**config.mk**
```make
export PLATFORM = sky130hd
export DESIGN_NAME = cap_trace_buf
export DESIGN_NICKNAME = d
export VERILOG_FILES = /design/src/rtl/cap_pkg.sv /design/src/rtl/cap_fmt.sv /design/src/rtl/cap_ram.sv /design/src/rtl/cap_seq.sv /design/src/rtl/cap_trace_buf.sv
export SDC_FILE = /design/constraint.sdc
export NUM_CORES = 1
export LEC_CHECK = 0
export ABC_AREA = 1
export BUFFER_PORTS_ARGS = -buffer_cell sky130_fd_sc_hd__buf_2
export CAP_MARGIN = 20
export CORE_MARGIN = 2
export CORE_UTILIZATION = 34
export CTS_CLUSTER_DIAMETER = 40
export CTS_CLUSTER_SIZE = 30
export DETAILED_ROUTE_END_ITERATION = 8
export SETUP_SLACK_MARGIN = 0.5
export SYNTH_ARGS = -nofsm -noshare
export SYNTH_HDL_FRONTEND = slang
export SYNTH_SLANG_ARGS = --single-unit
```
**constraint.sdc**
```tcl
create_clock -name clk -period 3.9 [get_ports clk]
set_clock_uncertainty 0.05 [all_clocks]
set_input_delay 0.195 -clock clk [delete_from_list [all_inputs] [get_ports clk]]
set_output_delay 0.195 -clock clk [all_outputs]
set_load 0.05 [all_outputs]
```
**src/rtl/cap_pkg.sv**
```systemverilog
package cap_pkg;
  localparam int BUS_W = 32;

  localparam logic [2:0] RA_CTRL  = 3'd0;
  localparam logic [2:0] RA_STAT  = 3'd1;
  localparam logic [2:0] RA_DEPTH = 3'd2;
  localparam logic [2:0] RA_WIDTH = 3'd3;
  localparam logic [2:0] RA_RDPTR = 3'd4;
  localparam logic [2:0] RA_WRPTR = 3'd5;
  localparam logic [2:0] RA_TCNT  = 3'd6;
  localparam logic [2:0] RA_DATA  = 3'd7;

  // status word, bit 3 down to bit 0
  typedef struct packed {
    logic fmt_empty;
    logic done;
    logic triggered;
    logic full;
  } cap_status_t;
endpackage

```
**src/rtl/cap_fmt.sv**
```systemverilog
module cap_fmt #(
  parameter int W       = 16,
  parameter int ENTRIES = 2
) (
  input  logic         clk,
  input  logic         rst,
  input  logic         push,
  input  logic [W-1:0] din,
  output logic         out_valid,
  output logic [W-1:0] out_data,
  output logic         empty
);
  localparam int PW = (ENTRIES > 1) ? $clog2(ENTRIES) : 1;
  localparam int CW = $clog2(ENTRIES + 1);

  logic [W-1:0]  slot [ENTRIES];
  logic [PW-1:0] head, tail;
  logic [CW-1:0] count;

  function automatic logic [PW-1:0] nxt(input logic [PW-1:0] p);
    return (p == PW'(ENTRIES - 1)) ? '0 : p + 1'b1;
  endfunction

  assign out_valid = (count != '0);
  assign out_data  = slot[head];
  assign empty     = (count == '0);

  always_ff @(posedge clk) begin
    if (push) slot[tail] <= din;
  end

  always_ff @(posedge clk) begin
    if (rst) begin
      head  <= '0;
      tail  <= '0;
      count <= '0;
    end else begin
      if (push)      tail <= nxt(tail);
      if (out_valid) head <= nxt(head);
      count <= count + CW'(push) - CW'(out_valid);
    end
  end
endmodule

```
**src/rtl/cap_ram.sv**
```systemverilog
module cap_ram #(
  parameter int W     = 16,
  parameter int DEPTH = 16,
  parameter int AW    = 4
) (
  input  logic          clk,
  input  logic          we,
  input  logic [AW-1:0] waddr,
  input  logic [W-1:0]  wdata,
  input  logic [AW-1:0] raddr,
  output logic [W-1:0]  rdata
);
  logic [W-1:0] mem [DEPTH];

  always_ff @(posedge clk) begin
    if (we) mem[waddr] <= wdata;
    rdata <= mem[raddr];
  end
endmodule

```
**src/rtl/cap_seq.sv**
```systemverilog
module cap_seq #(
  parameter int DEPTH = 16,
  parameter int AW    = 4,
  parameter int CNT_W = 5
) (
  input  logic             clk,
  input  logic             rst,
  input  logic             en,
  input  logic             en_rise,
  input  logic             trace_valid,
  input  logic             trigger_in,
  input  logic             store,
  input  logic             wrptr_we,
  input  logic [AW-1:0]    wrptr_wdata,
  input  logic             rdptr_we,
  input  logic [AW-1:0]    rdptr_wdata,
  input  logic             tcnt_we,
  input  logic [CNT_W-1:0] tcnt_wdata,
  input  logic             data_rd,
  output logic             accept,
  output logic [AW-1:0]    wr_ptr,
  output logic [AW-1:0]    rd_ptr,
  output logic [CNT_W-1:0] tcnt,
  output logic             full,
  output logic             triggered,
  output logic             done
);
  localparam logic [AW-1:0] LAST = AW'(DEPTH - 1);

  function automatic logic [AW-1:0] inc(input logic [AW-1:0] p);
    return (p == LAST) ? '0 : p + 1'b1;
  endfunction

  assign accept = en & trace_valid & ~done;

  always_ff @(posedge clk) begin
    if (rst) begin
      wr_ptr    <= '0;
      rd_ptr    <= '0;
      full      <= 1'b0;
      tcnt      <= '0;
      triggered <= 1'b0;
      done      <= 1'b0;
    end else begin
      if (wrptr_we) begin
        wr_ptr <= wrptr_wdata;
        full   <= 1'b0;
      end else if (store) begin
        wr_ptr <= inc(wr_ptr);
        if (wr_ptr == LAST) full <= 1'b1;
      end

      if (rdptr_we)     rd_ptr <= rdptr_wdata;
      else if (data_rd) rd_ptr <= inc(rd_ptr);

      if (tcnt_we)
        tcnt <= tcnt_wdata;
      else if (accept && triggered && tcnt != '0)
        tcnt <= tcnt - 1'b1;

      if (en_rise) begin
        triggered <= 1'b0;
        done      <= 1'b0;
      end else if (accept) begin
        if (!triggered) begin
          if (trigger_in) begin
            triggered <= 1'b1;
            if (tcnt == '0) done <= 1'b1;
          end
        end else if (tcnt == CNT_W'(1)) begin
          done <= 1'b1;
        end
      end
    end
  end
endmodule

```
**src/rtl/cap_trace_buf.sv**
```systemverilog
module cap_trace_buf
  import cap_pkg::*;
#(
  parameter int DEPTH   = 16,
  parameter int TRACE_W = 16
) (
  input  logic               clk,
  input  logic               rst,
  input  logic [TRACE_W-1:0] trace_data,
  input  logic               trace_valid,
  input  logic               trigger_in,
  input  logic               bus_wr,
  input  logic               bus_rd,
  input  logic [2:0]         bus_addr,
  input  logic [31:0]        bus_wdata,
  output logic [31:0]        bus_rdata,
  output logic               sts_full,
  output logic               sts_triggered,
  output logic               sts_done,
  output logic               sts_fmt_empty,
  output logic               mode_demux
);
  localparam int AW    = (DEPTH > 1) ? $clog2(DEPTH) : 1;
  localparam int CNT_W = AW + 1;

  logic en_q, demux_q, demux_next;
  logic ctrl_wr, en_rise, wrptr_we, rdptr_we, tcnt_we, data_rd;
  logic fmt_push, fmt_pop;
  logic [TRACE_W-1:0] fmt_data, ram_q;
  logic [AW-1:0] wr_ptr, rd_ptr;
  logic [CNT_W-1:0] tcnt;
  logic [BUS_W-1:0] reg_q;
  logic sel_ram_q;
  logic unused_wdata;
  cap_status_t status;

  assign unused_wdata = ^bus_wdata;

  assign ctrl_wr  = bus_wr && (bus_addr == RA_CTRL);
  assign wrptr_we = bus_wr && (bus_addr == RA_WRPTR);
  assign rdptr_we = bus_wr && (bus_addr == RA_RDPTR);
  assign tcnt_we  = bus_wr && (bus_addr == RA_TCNT);
  assign data_rd  = bus_rd && (bus_addr == RA_DATA);
  assign en_rise  = ctrl_wr && bus_wdata[0] && !en_q;

  generate
    if (TRACE_W == 8) begin : g_demux_ok
      assign demux_next = bus_wdata[1];
    end else begin : g_demux_no
      assign demux_next = 1'b0;
    end
  endgenerate

  always_ff @(posedge clk) begin
    if (rst) begin
      en_q    <= 1'b0;
      demux_q <= 1'b0;
    end else if (ctrl_wr) begin
      en_q    <= bus_wdata[0];
      demux_q <= demux_next;
    end
  end
  assign mode_demux = demux_q;

  cap_fmt #(.W(TRACE_W), .ENTRIES(2)) u_fmt (
    .clk(clk), .rst(rst), .push(fmt_push), .din(trace_data),
    .out_valid(fmt_pop), .out_data(fmt_data), .empty(sts_fmt_empty)
  );

  cap_ram #(.W(TRACE_W), .DEPTH(DEPTH), .AW(AW)) u_ram (
    .clk(clk), .we(fmt_pop), .waddr(wr_ptr), .wdata(fmt_data),
    .raddr(rd_ptr), .rdata(ram_q)
  );

  cap_seq #(.DEPTH(DEPTH), .AW(AW), .CNT_W(CNT_W)) u_seq (
    .clk(clk), .rst(rst), .en(en_q), .en_rise(en_rise),
    .trace_valid(trace_valid), .trigger_in(trigger_in), .store(fmt_pop),
    .wrptr_we(wrptr_we), .wrptr_wdata(bus_wdata[AW-1:0]),
    .rdptr_we(rdptr_we), .rdptr_wdata(bus_wdata[AW-1:0]),
    .tcnt_we(tcnt_we), .tcnt_wdata(bus_wdata[CNT_W-1:0]),
    .data_rd(data_rd), .accept(fmt_push),
    .wr_ptr(wr_ptr), .rd_ptr(rd_ptr), .tcnt(tcnt),
    .full(sts_full), .triggered(sts_triggered), .done(sts_done)
  );

  assign status = '{fmt_empty: sts_fmt_empty, done: sts_done,
                    triggered: sts_triggered, full: sts_full};

  always_ff @(posedge clk) begin
    if (rst) begin
      reg_q     <= '0;
      sel_ram_q <= 1'b0;
    end else if (bus_rd) begin
      sel_ram_q <= (bus_addr == RA_DATA);
      case (bus_addr)
        RA_CTRL:  reg_q <= BUS_W'({demux_q, en_q});
        RA_STAT:  reg_q <= BUS_W'(status);
        RA_DEPTH: reg_q <= BUS_W'(DEPTH);
        RA_WIDTH: reg_q <= BUS_W'(TRACE_W);
        RA_RDPTR: reg_q <= BUS_W'(rd_ptr);
        RA_WRPTR: reg_q <= BUS_W'(wr_ptr);
        RA_TCNT:  reg_q <= BUS_W'(tcnt);
        default:  reg_q <= '0;
      endcase
    end
  end

  assign bus_rdata = sel_ram_q ? BUS_W'(ram_q) : reg_q;
endmodule

```
==> metrics.md, run 1 <==
| Metric | Value |
|---|---|
| Outcome | `finished clean` |
| Endpoints failing setup | `0` |
| P_leak | `5.72 nW` |
| CTS resizes | `0` |
| Top-Level Pins | `94` |
| Crit path kind | `flip-flop to flip-flop` |
| Clk sink count | `332` |
| RSZ-0062 raised after global routing | `false` |
| GRT overflow | `0` |
| Die Footprint | `41500 um2` |
| Layout cells sized above 1 | `13.4%` |
| Layout area overhead | `17.4%` |
| DRT Pass-1 Iters | `5` |
| Most frequent cells in the layout | `288 x edfxtp_1, 233 x nor2_1, 137 x o21ai_0, 129 x nand2_1, 54 x inv_1` |
| Clock Pin Slew Worst Setup and Hold Paths | `50 ps` |
| # DRC | `0` |
| First-pass GRT wire length | `47500 um` |
| Commonest non-fill, non-tap cell in the layout | `edfxtp_1` |
| CTS Buf Count | `40` |
| Main synth FF type | `edfxtp_1` |
| Worst skew pair latency | `540 ps` |
| DR vias/cell | `4.85` |
| Seq cells post-synth | `332` |
| Total wire length | `30400 um` |
| WP data arrival | `2710 ps` |
| CP top delay family | `buffers and inverters` |
| Slew @ Worst Pin | `867 ps` |
| Total Power | `9.30 mW` |
| Hold Slack | `73.1 ps` |
| Crit path buf inv count | `2` |
| Post-Syn Area | `13600 um2` |
| Post-synth EDFFs | `288` |
| Number of diodes | `0` |
| CP required | `4250 ps` |
| Initial Utilization | `34.3%` |
| Post-route ant nets | `0` |
| Post-Synthesis Cells | `1164` |
| Inst Count DP | `1703` |
| Yosys warnings | `0` |
| Final Instance Count excl. Fillers | `1802` |
| Final net count | `1311` |
| Initial antenna violation count | `0` |
| Vias post-DR | `8731` |
| Buffers on Ports | `49` |
| Slew margin rel. | `42.1%` |
| Root buf cell | `clkbuf_16` |
| Crit start category | `flip-flop` |
| Sequential area share after synthesis | `70.3%` |
| Min-delay src | `bus_addr[1]` |
| Vias in the first global route | `8541` |
| Slew Limit Fails | `0` |
| Placer Congestion | `0.820` |
| CP Cell Sequence | `clkinv_2 -> buf_4 -> o21ai_0 -> o211ai_1 -> nand3_1 -> nand2_1` |
| CTS tree | `done` |
| Asr flop ratio synth | `0%` |
| Avg Cell Area, Syn | `11.6 um2` |
| VDD IR-drop max | `0.416 mV` |
| CP endpoint kind | `flip-flop` |
| Hold WC Path Type | `primary input to flip-flop` |
| Critical-path maximum fanout | `53` |
| Total core area | `39500 um2` |
| Die W | `204 um` |
| Critical Path Max Stage Delay | `720 ps` |
| Final period util | `60.5%` |
| Slowest cell on the critical path | `dfxtp_4` |
| Max Buffers Root-to-Sink | `3` |
| Setup TNS | `0 ps` |
| Dpl hpwl | `17700 um` |
| Die Ht | `204 um` |
| Max Cap Violations | `0` |
| Max Freq | `424 MHz` |
| H-tree Lvls | `2` |
| RR Startpoint | `u_seq.rd_ptr[0]` |
| P per Cell Area | `585 nW/um2` |
| Synth unique cells | `31` |
| 1st-iter DRT viols | `806` |
| GR Util All Layers | `14.7%` |
| Routed WL per cell | `16.8 um` |
| Setup crit start | `u_seq.rd_ptr[0]` |
| Final Critical Period | `2360 ps` |
| FILL cells | `3710` |
| Largest net degree at the start of global routing | `70` |
| Row count | `73` |
| Fin. Hold Viols | `0` |
## power breakdown
part           internal, mW  switching [mW]
sequential             4.33           0.129
combinational         0.307           0.787
clock                  2.27            1.48
total                  6.91            2.40
## cells by family after synthesis
family / after synthesis / share of synthesized area [%]
DFF: 332 / 70.3
adders and majority gates: 9 / 0.831
other: 1 / 0.0277
and+or+nand+nor: 419 / 12.3
buffers and inverters: 136 / 4.97
AOI/OAI and AO/OA: 241 / 9.55
xor gates and xnor gates: 6 / 0.388
muxes: 20 / 1.66
## worst register-to-register path: cells and delay by family (launching register included)
| family | cells | cell delay (ps) |
|---|---|---|
| flops | 1 | 720 |
| simple gates | 2 | 240 |
| compound gates | 2 | 360 |
| buf+inv | 2 | 860 |
## per-stage QoR
step                util (%)  setup slack [ps]  instance area [um2]
floorplan                  -              1750                13600
global placement        36.1              1550                14300
detailed placement      36.1              1520                14300
CTS                     40.2              1500                15900
global route            40.2              1330                15900
finish                  40.2              1540                15900
## cell type report
cell class | count | area (um2) | area share [%]
clock buffer | 50 | 1120 | 7.04
clock inverter | 24 | 254 | 1.60
inverter | 60 | 226 | 1.42
multi-input combinational | 712 | 3410 | 21.5
sequential | 332 | 9540 | 59.9
tap | 525 | 657 | 4.13
timing repair buffer | 99 | 708 | 4.45
## sequential cells by signal, indices dropped and copies added (netlist names), named ones only
name,cells
sel_ram_q,1
u_seq.triggered,1
u_fmt.head,1
u_seq.done,1
u_ram.mem,256
u_seq.rd_ptr,4
u_seq.full,1
en_q,1
u_fmt.tail,1
u_seq.tcnt,5
u_seq.wr_ptr,4
u_ram.rdata,16
reg_q,5
u_fmt.count,2
u_fmt.slot,32
## routing by layer
layer / share of wire (%) / track usage [%]
met2: 46 / 23.8
met1: 45 / 19.9
met5: 0 / 0
met4: 2.4 / 4.87
met3: 5.9 / 2.57
## cells in the mapped netlist (9+ instances only)
cell type / n / area share [%]
a21oi_1: 19 / 0.70
buf_2: 21 / 0.78
buf_4: 26 / 1.4
clkbuf_1: 21 / 0.58
dfxtp_1: 44 / 6.5
edfxtp_1: 288 / 64
ha_1: 9 / 0.83
inv_1: 54 / 1.5
mux2_2: 20 / 1.7
nand2_1: 129 / 3.6
nand3_1: 43 / 1.6
nand4_1: 9 / 0.42
nor2_1: 233 / 6.5
o211ai_1: 33 / 1.8
o21ai_0: 137 / 5.1
o21ai_1: 49 / 1.8
## worst paths after layout
kind	end	cells past startpoint	slack, ps
hold reg to reg	u_fmt.head	1	400
setup / recovery	u_ram.rdata[1]	6	1540
hold / removal	reg_q[4]	3	70
setup reg to reg	u_ram.rdata[1]	6	1540
## timing repair
item,CTS,global route
hold endpoints to repair,47,0
hold buffers,25,0
setup buffers,0,0
(Power assumes the default switching activity.)
==> run 2: changes to the inputs <==
--- a/config.mk
+++ b/config.mk
@@ -5,7 +5,7 @@
 export SDC_FILE = /design/constraint.sdc
 export NUM_CORES = 1
 export LEC_CHECK = 0
-export ABC_AREA = 1
+export ABC_AREA = 0
 export BUFFER_PORTS_ARGS = -buffer_cell sky130_fd_sc_hd__buf_2
 export CAP_MARGIN = 20
 export CORE_MARGIN = 2
==> constraint.sdc (replaced) <==
create_clock -name clk -period 2.2 [get_ports clk]
set_clock_uncertainty 0.05 [all_clocks]
set_input_delay 0.11 -clock clk [delete_from_list [all_inputs] [get_ports clk]]
set_output_delay 0.11 -clock clk [all_outputs]
set_load 0.05 [all_outputs]
==> metrics.md, run 2 <==
| Metric | Value |
|---|---|
| Outcome | `finished clean` |
| Flop pwr share | `46.7% (-1.2 points)` |
| CTS Buf Count | `40 (unchanged)` |
| Gate power share | `12.8% (+1.0 points)` |
| Largest net degree at the start of global routing | `28 (-60%)` |
| Largest register FFs | `256 (unchanged)` |
| Die Ht | `199 um (-2.1%)` |
| Dpl hpwl | `16100 um (-9.0%)` |
| Vias in the first global route | `6792 (-20%)` |
| Switch Pwr | `4.17 mW (+74%)` |
| CP endpoint kind | `flip-flop` |
| Post-synth EDFFs | `288 (unchanged)` |
| Avg Cell Area, Syn | `18.3 um2 (+57%)` |
| CP top delay family | `multiplexers` |
| Die Footprint | `39800 um2 (-4.1%)` |
| Asr flop ratio synth | `0% (unchanged)` |
| VDD IR-drop max | `0.577 mV (+39%)` |
| # DRC | `0 (unchanged)` |
| Layout area overhead | `25.5%` |
| Setup TNS | `0 ps (unchanged)` |
| Post-synth top area share | `66.6% (+2.8 points)` |
| Worst skew pair latency | `530 ps (about the same)` |
| Final Critical Period | `1730 ps (-626 ps)` |
| GRT overflow | `0 (unchanged)` |
| Crit start category | `flip-flop` |
| Critical-path maximum fanout | `4 (-92%)` |
| Most frequent cells in the layout | `288 x edfxtp_1, 64 x mux4_2, 44 x clkbuf_16` |
| Total wire length | `28600 um (-5.6%)` |
| Sequential area share after synthesis | `73.3% (+3.1 points)` |
| RSZ-0062 raised after global routing | `true` |
| Placer Congestion | `0.768 (-6.3%)` |
| Row count | `71 (-2.7%)` |
| Slew margin rel. | `62.1% (+20 points)` |
| Final Instance Count excl. Fillers | `1382 (-23%)` |
| Initial antenna violation count | `0 (unchanged)` |
| Critical Path Max Stage Delay | `500 ps (-220 ps)` |
| Clk sink count | `332 (unchanged)` |
| Top-Level Pins | `94 (unchanged)` |
| Most common cell in the synthesized netlist | `edfxtp_1` |
| P_leak | `5.35 nW (-6.5%)` |
| Vias post-DR | `6751 (-23%)` |
| Top flop regs | `u_ram.mem x256, u_fmt.slot x32, u_ram.rdata x16` |
| Clock Pin Slew Worst Setup and Hold Paths | `60 ps (about the same)` |
| P per Cell Area | `1010 nW/um2 (+73%)` |
| Clock power share | `40.5% (+0.2 points)` |
| First-pass GRT wire length | `42100 um (-11%)` |
| DR vias/cell | `4.88 (+0.82%)` |
| Slew Limit Fails | `0 (unchanged)` |
| Layout cells sized above 1 | `36.5% (+23 points)` |
| Top cells by area, synth | `edfxtp_1 67%, mux4_2 11%, dfxtp_1 6.8%` |
| Die W | `199 um (-2.1%)` |
| Top cells by count, synth | `288 x edfxtp_1, 64 x mux4_2, 44 x dfxtp_1, 38 x nand2_1` |
| FILL cells | `3305 (-11%)` |
| DRT Pass-1 Iters | `5 (unchanged)` |
| Yosys warnings | `0 (unchanged)` |
| Hold WC Path Type | `primary input to flip-flop` |
| Inst Count DP | `1265 (-26%)` |
| Initial Utilization | `34.5% (+0.22 points)` |
| GRT met3 Usage | `2.48% (-0.092 points)` |
| Commonest non-fill, non-tap cell in the layout | `edfxtp_1` |
| GR Util All Layers | `14.6% (-0.064 points)` |
| Synth unique cells | `52 (+68%)` |
| Max Freq | `576 MHz (+36%)` |
| GR peak layer | `met2` |
| CTS tree | `done` |
| Total core area | `37700 um2 (-4.8%)` |
| Top reg by flops | `u_ram.mem` |
| Crit path buf inv count | `2 (unchanged)` |
| 1st-iter DRT viols | `501 (-38%)` |
| Max Cap Violations | `0 (unchanged)` |
| Total Power | `16.5 mW (+77%)` |
| Main synth FF type | `edfxtp_1` |
| Slowest cell on the critical path | `mux4_2` |
| Post-Syn Area | `13000 um2 (-4.2%)` |
| Buffers on Ports | `49 (unchanged)` |
| Number of diodes | `0 (unchanged)` |
| Seq cells post-synth | `332 (unchanged)` |
| Crit path kind | `flip-flop to flip-flop` |
| Max Buffers Root-to-Sink | `3 (unchanged)` |
| Final period util | `78.9% (+18 points)` |
| Post-synth top area cell | `edfxtp_1` |
| H-tree Lvls | `2 (unchanged)` |
| Internal power | `12.3 mW (+78%)` |
| Met2 layer usage reported by global route | `25.1% (+1.3 points)` |
| CP Cell Sequence | `buf_12 -> buf_6 -> mux4_2 -> a22oi_1 -> nand2_1` |
| Routed WL per cell | `20.7 um (+23%)` |
| Post-route ant nets | `0 (unchanged)` |
| Post-Synthesis Cells | `710 (-39%)` |
| Fin. Hold Viols | `0 (unchanged)` |
| Endpoints failing setup | `0 (unchanged)` |
| WP data arrival | `2080 ps (-630 ps)` |
| Slew @ Worst Pin | `568 ps (-299 ps)` |
| CP required | `2540 ps (-1710 ps)` |
| Sw frac | `25.3% (-0.43 points)` |
| Final net count | `905 (-31%)` |
| Root buf cell | `clkbuf_16` |
| GRT met1 Usage | `19.0% (-0.98 points)` |
[run 2: changes by cell type after synthesis, moves of 39 or more]
cell	previous run	this run
nor2_1	233	32
o21ai_0	137	5
nand2_1	129	38
mux4_2	0	64
o21ai_1	49	0
inv_1	54	10
nand3_1	43	4
[run 2: metrics by stage]
step	utilization, %	worst slack [ps]	hold WS (ps)	cell area [um2]
floorplan	-	273	159	13100
global placement	37.6	338	250	14200
detailed placement	37.6	320	254	14200
CTS	42.8	429	35.3	16100
global route	43.3	408	95.5	16300
finish	43.3	465	51.3	16300
[run 2: path summary, 6_finish.rpt]
path,from,endpoint,slack (ps),cells past startpoint
min,bus_addr[1],reg_q[4],50,5
min reg2reg,reg_q[1],reg_q[1],410,2
max,u_seq.rd_ptr[0],u_ram.rdata[5],470,5
max reg2reg,u_seq.rd_ptr[0],u_ram.rdata[5],470,5
[run 2: layout make-up]
cell class	count	area, um2	area share (%)
clock inverters	31	334	2.05
flip-flops and latches	332	9550	58.6
inverters	12	52.6	0.322
multi-input cells	326	3320	20.4
clock buffers	43	1050	6.47
repair buffers	127	1350	8.25
well taps	511	639	3.92
[run 2: cell families after synthesis]
logic type	after synthesis	synth area share (%)
fa+ha+maj	9	0.867
compound gates	73	4.00
simple gates	128	4.87
mux	92	13.5
xor+xnor	7	0.472
buf+inv	68	2.96
flops	332	73.3
other cells	1	0.0289
[run 2: timing repair]
item / 4_1_cts / 5_1_grt
hold endpoints to repair: 56 / 0
setup endpoints to repair: 290 / 114
setup buffers: 9 / 3
gates resized for setup: 32 / 39
pin swaps: 3 / 11
cloned: 4 / 2
hold buffers: 25 / 0
[run 2: power by group through the flow]
stage | sequential, mW | clock (mW) | combinational (mW)
finish | 7.69 | 6.66 | 2.10
global route | 7.73 | 7.04 | 2.29
CTS | 7.69 | 6.80 | 2.05
detailed placement | 7.83 | 0 | 1.90
global placement | 7.81 | 0 | 1.87
floorplan | 7.73 | 0 | 1.35
[run 2: worst min-delay path: cells and delay by family]
kind	cells	cell delay [ps]
buffers and inverters	1	190
AOI/OAI and AO/OA	2	130
and+or+nand+nor	2	130
[run 2: metal layers]
| metal | wire [um] | up-vias |
|---|---|---|
| met5 | 0 | - |
| met4 | 531 | 0 |
| met3 | 1220 | 44 |
| met2 | 14500 | 171 |
| met1 | 12400 | 3478 |
| li1 | - | 3058 |
==> run 3: changes to the inputs <==
--- a/config.mk
+++ b/config.mk
@@ -5,7 +5,7 @@
 export SDC_FILE = /design/constraint.sdc
 export NUM_CORES = 1
 export LEC_CHECK = 0
-export ABC_AREA = 0
+export ABC_AREA = 1
 export BUFFER_PORTS_ARGS = -buffer_cell sky130_fd_sc_hd__buf_2
 export CAP_MARGIN = 20
 export CORE_MARGIN = 2
==> constraint.sdc (replaced) <==
create_clock -name clk -period 1.48 [get_ports clk]
set_clock_uncertainty 0.05 [all_clocks]
set_input_delay 0.074 -clock clk [delete_from_list [all_inputs] [get_ports clk]]
set_output_delay 0.074 -clock clk [all_outputs]
set_load 0.05 [all_outputs]
==> metrics.md, run 3 (synthesis gave the netlist of run 1 again) <==
| Metric | Value |
|---|---|
| Largest register FFs | `256 (unchanged)` |
| GRT overflow | `0 (unchanged)` |
| Root buf cell | `clkbuf_16` |
| Max Freq | `621 MHz` |
| Inst Count DP | `1750 (+38%)` |
| Worst skew pair latency | `570 ps (+40 ps)` |
| Crit start category | `flip-flop` |
| Final Critical Period | `1610 ps` |
| GR peak layer | `met2` |
| CTS Buf Count | `43 (+7.5%)` |
| Top reg by flops | `u_ram.mem` |
| Die W | `204 um (+2.1%)` |
| VDD IR-drop max | `1.06 mV (+84%)` |
| # DRC | `0 (unchanged)` |
| Fin. Hold Viols | `2 (+2)` |
| FILL cells | `3180 (-3.8%)` |
| Layout area overhead | `48.1%` |
| CP endpoint kind | `primary output` |
| Final WS setup | `-131 ps (-596 ps)` |
| Max Cap Violations | `0 (unchanged)` |
| P per Cell Area | `1450 nW/um2 (+43%)` |
| Reg2Reg Setup Slack | `-130 ps (-600 ps)` |
| Hold Path Stages | `3 (-2)` |
| Min-delay src | `bus_wr` |
| Most frequent cells in the layout | `288 x edfxtp_1, 160 x nor2_1, 90 x nand2_1, 74 x o21ai_1, 70 x o21ai_0` |
| Critical-path maximum fanout | `8 (+4)` |
| Post-route ant nets | `0 (unchanged)` |
| Total Power | `29.0 mW (+77%)` |
| Slew Limit Fails | `0 (unchanged)` |
| Buffers on Ports | `49 (unchanged)` |
| Max Buffers Root-to-Sink | `3 (unchanged)` |
| Vias in the first global route | `9578 (+41%)` |
| Outcome | `complete, but fails checks` |
| WP data arrival | `1490 ps (-590 ps)` |
| Commonest non-fill, non-tap cell in the layout | `edfxtp_1` |
| Failing checks | `negative hold slack, negative setup slack` |
| Post-DP Area | `15200 um2 (+7.6%)` |
| 1st-iter DRT viols | `995 (+99%)` |
| CP required | `1360 ps (-1180 ps)` |
| Final period util | `109%` |
| Vias post-DR | `10319 (+53%)` |
| Crit path kind | `flip-flop to primary output` |
| DRT Pass-1 Iters | `5 (unchanged)` |
| Hold WC Path Type | `primary input to flip-flop` |
| GRT met3 Usage | `2.92% (+0.44 points)` |
| Hold Slack | `-118 ps (-169 ps)` |
| Row count | `73 (+2.8%)` |
| Top flop regs | `u_ram.mem x256, u_fmt.slot x32, u_ram.rdata x16` |
| Total core area | `39500 um2 (+5.0%)` |
| Met2 layer usage reported by global route | `29.6% (+4.4 points)` |
| H-tree Lvls | `2 (unchanged)` |
| P_leak | `7.33 nW (+37%)` |
| GRT met1 Usage | `22.6% (+3.7 points)` |
| Die Ht | `204 um (+2.1%)` |
| Register-to-Register Path Depth | `9 (+4)` |
| FF-to-FF End | `u_seq.wr_ptr[1]` |
| Placer Congestion | `0.815 (+6.1%)` |
| Design area | `20100 um2 (+23%)` |
| Endpoints failing setup | `147 (+147)` |
| Hold_buf cts | `27 (+8.0%)` |
| Routed WL per cell | `21.5 um (+3.7%)` |
| Sink of the worst hold path | `u_seq.rd_ptr[2]` |
| DR vias/cell | `5.23 (+7.1%)` |
| GR Util All Layers | `17.5% (+2.9 points)` |
| CTS tree | `done` |
| Layout cells sized above 1 | `39.3% (+2.8 points)` |
| Initial Utilization | `34.3% (-0.22 points)` |
| Finished Core Util | `50.8% (+7.5 points)` |
| Setup TNS | `-4480 ps (-4480 ps)` |
| Clock Pin Slew Worst Setup and Hold Paths | `50 ps (about the same)` |
| Setup WS pre-CTS | `-48.2 ps (-368 ps)` |
| Die Footprint | `41500 um2 (+4.3%)` |
| Largest net degree at the start of global routing | `31 (+11%)` |
| First-pass GRT wire length | `55300 um (+31%)` |
| Total wire length | `42400 um (+48%)` |
| Top-Level Pins | `94 (unchanged)` |
| Dpl hpwl | `19100 um (+19%)` |
| Final net count | `1479 (+63%)` |
| Clk sink count | `332 (unchanged)` |
| RR Startpoint | `u_fmt.count[1]` |
| RSZ-0062 raised after global routing | `true` |
| Initial antenna violation count | `0 (unchanged)` |
| Final Instance Count excl. Fillers | `1973 (+43%)` |
[run 3: cell types whose count changed in the layout (fill, tap and decap cells not counted), moves of 40 or more]
cell	delta
mux4_2	-64
buf_6	+42
nor2_1	+141
o21ai_0	+65
o21ai_1	+74
o21ai_2	+40
nand2_1	+56
[run 3: layout make-up]
type	instances	area [um2]	share of cell area (%)
diodes	1	2.50	0.0125
clock buffers	45	1080	5.40
clock inverters	34	379	1.89
inverters	60	253	1.26
multi-input cells	728	4660	23.2
flip-flops and latches	332	9570	47.7
well taps	525	657	3.27
repair buffers	248	3470	17.3
[run 3: critical path, cell delays in order (launching register included)]
cell	delay (ps)
dfxtp_4	460
mux2_4	330
buf_6	150
[run 3: what timing repair did]
action / 4_1_cts / 5_1_grt
setup endpoints to repair: 605 / 608
hold endpoints to repair: 60 / 3
cloned: 27 / 20
resized for setup: 301 / 217
buffers inserted: 36 / 33
pin swaps: 77 / 87
[run 3: per-layer routing]
| metal | vias to the layer above | part of all wire (%) | wire length (um) |
|---|---|---|---|
| li1 | 4626 | - | - |
| met1 | 5122 | 42 | 17700 |
| met2 | 498 | 48 | 20300 |
| met3 | 73 | 8.0 | 3400 |
| met4 | 0 | 2.5 | 1060 |
| met5 | - | 0 | 0 |
[run 3: report_power, final]
part	switching [mW]	total, mW	internal (mW)	leakage (nW)
combinational	3.54	6.87	3.33	3.66
clock	4.36	10.4	6.06	0.699
sequential	0.342	11.8	11.4	2.97
total	8.24	29.0	20.8	7.33
[run 3: worst max path at each step]
stage	from	to	cells after the start
after floorplan	u_fmt.count[0]	u_fmt.count[1]	9
after global placement	u_seq.wr_ptr[0]	u_ram.mem[14][11]	6
after detailed placement	u_seq.wr_ptr[1]	u_ram.mem[7][9]	4
after CTS	sel_ram_q	bus_rdata[4]	4
after global routing	sel_ram_q	bus_rdata[14]	4
final	sel_ram_q	bus_rdata[1]	2
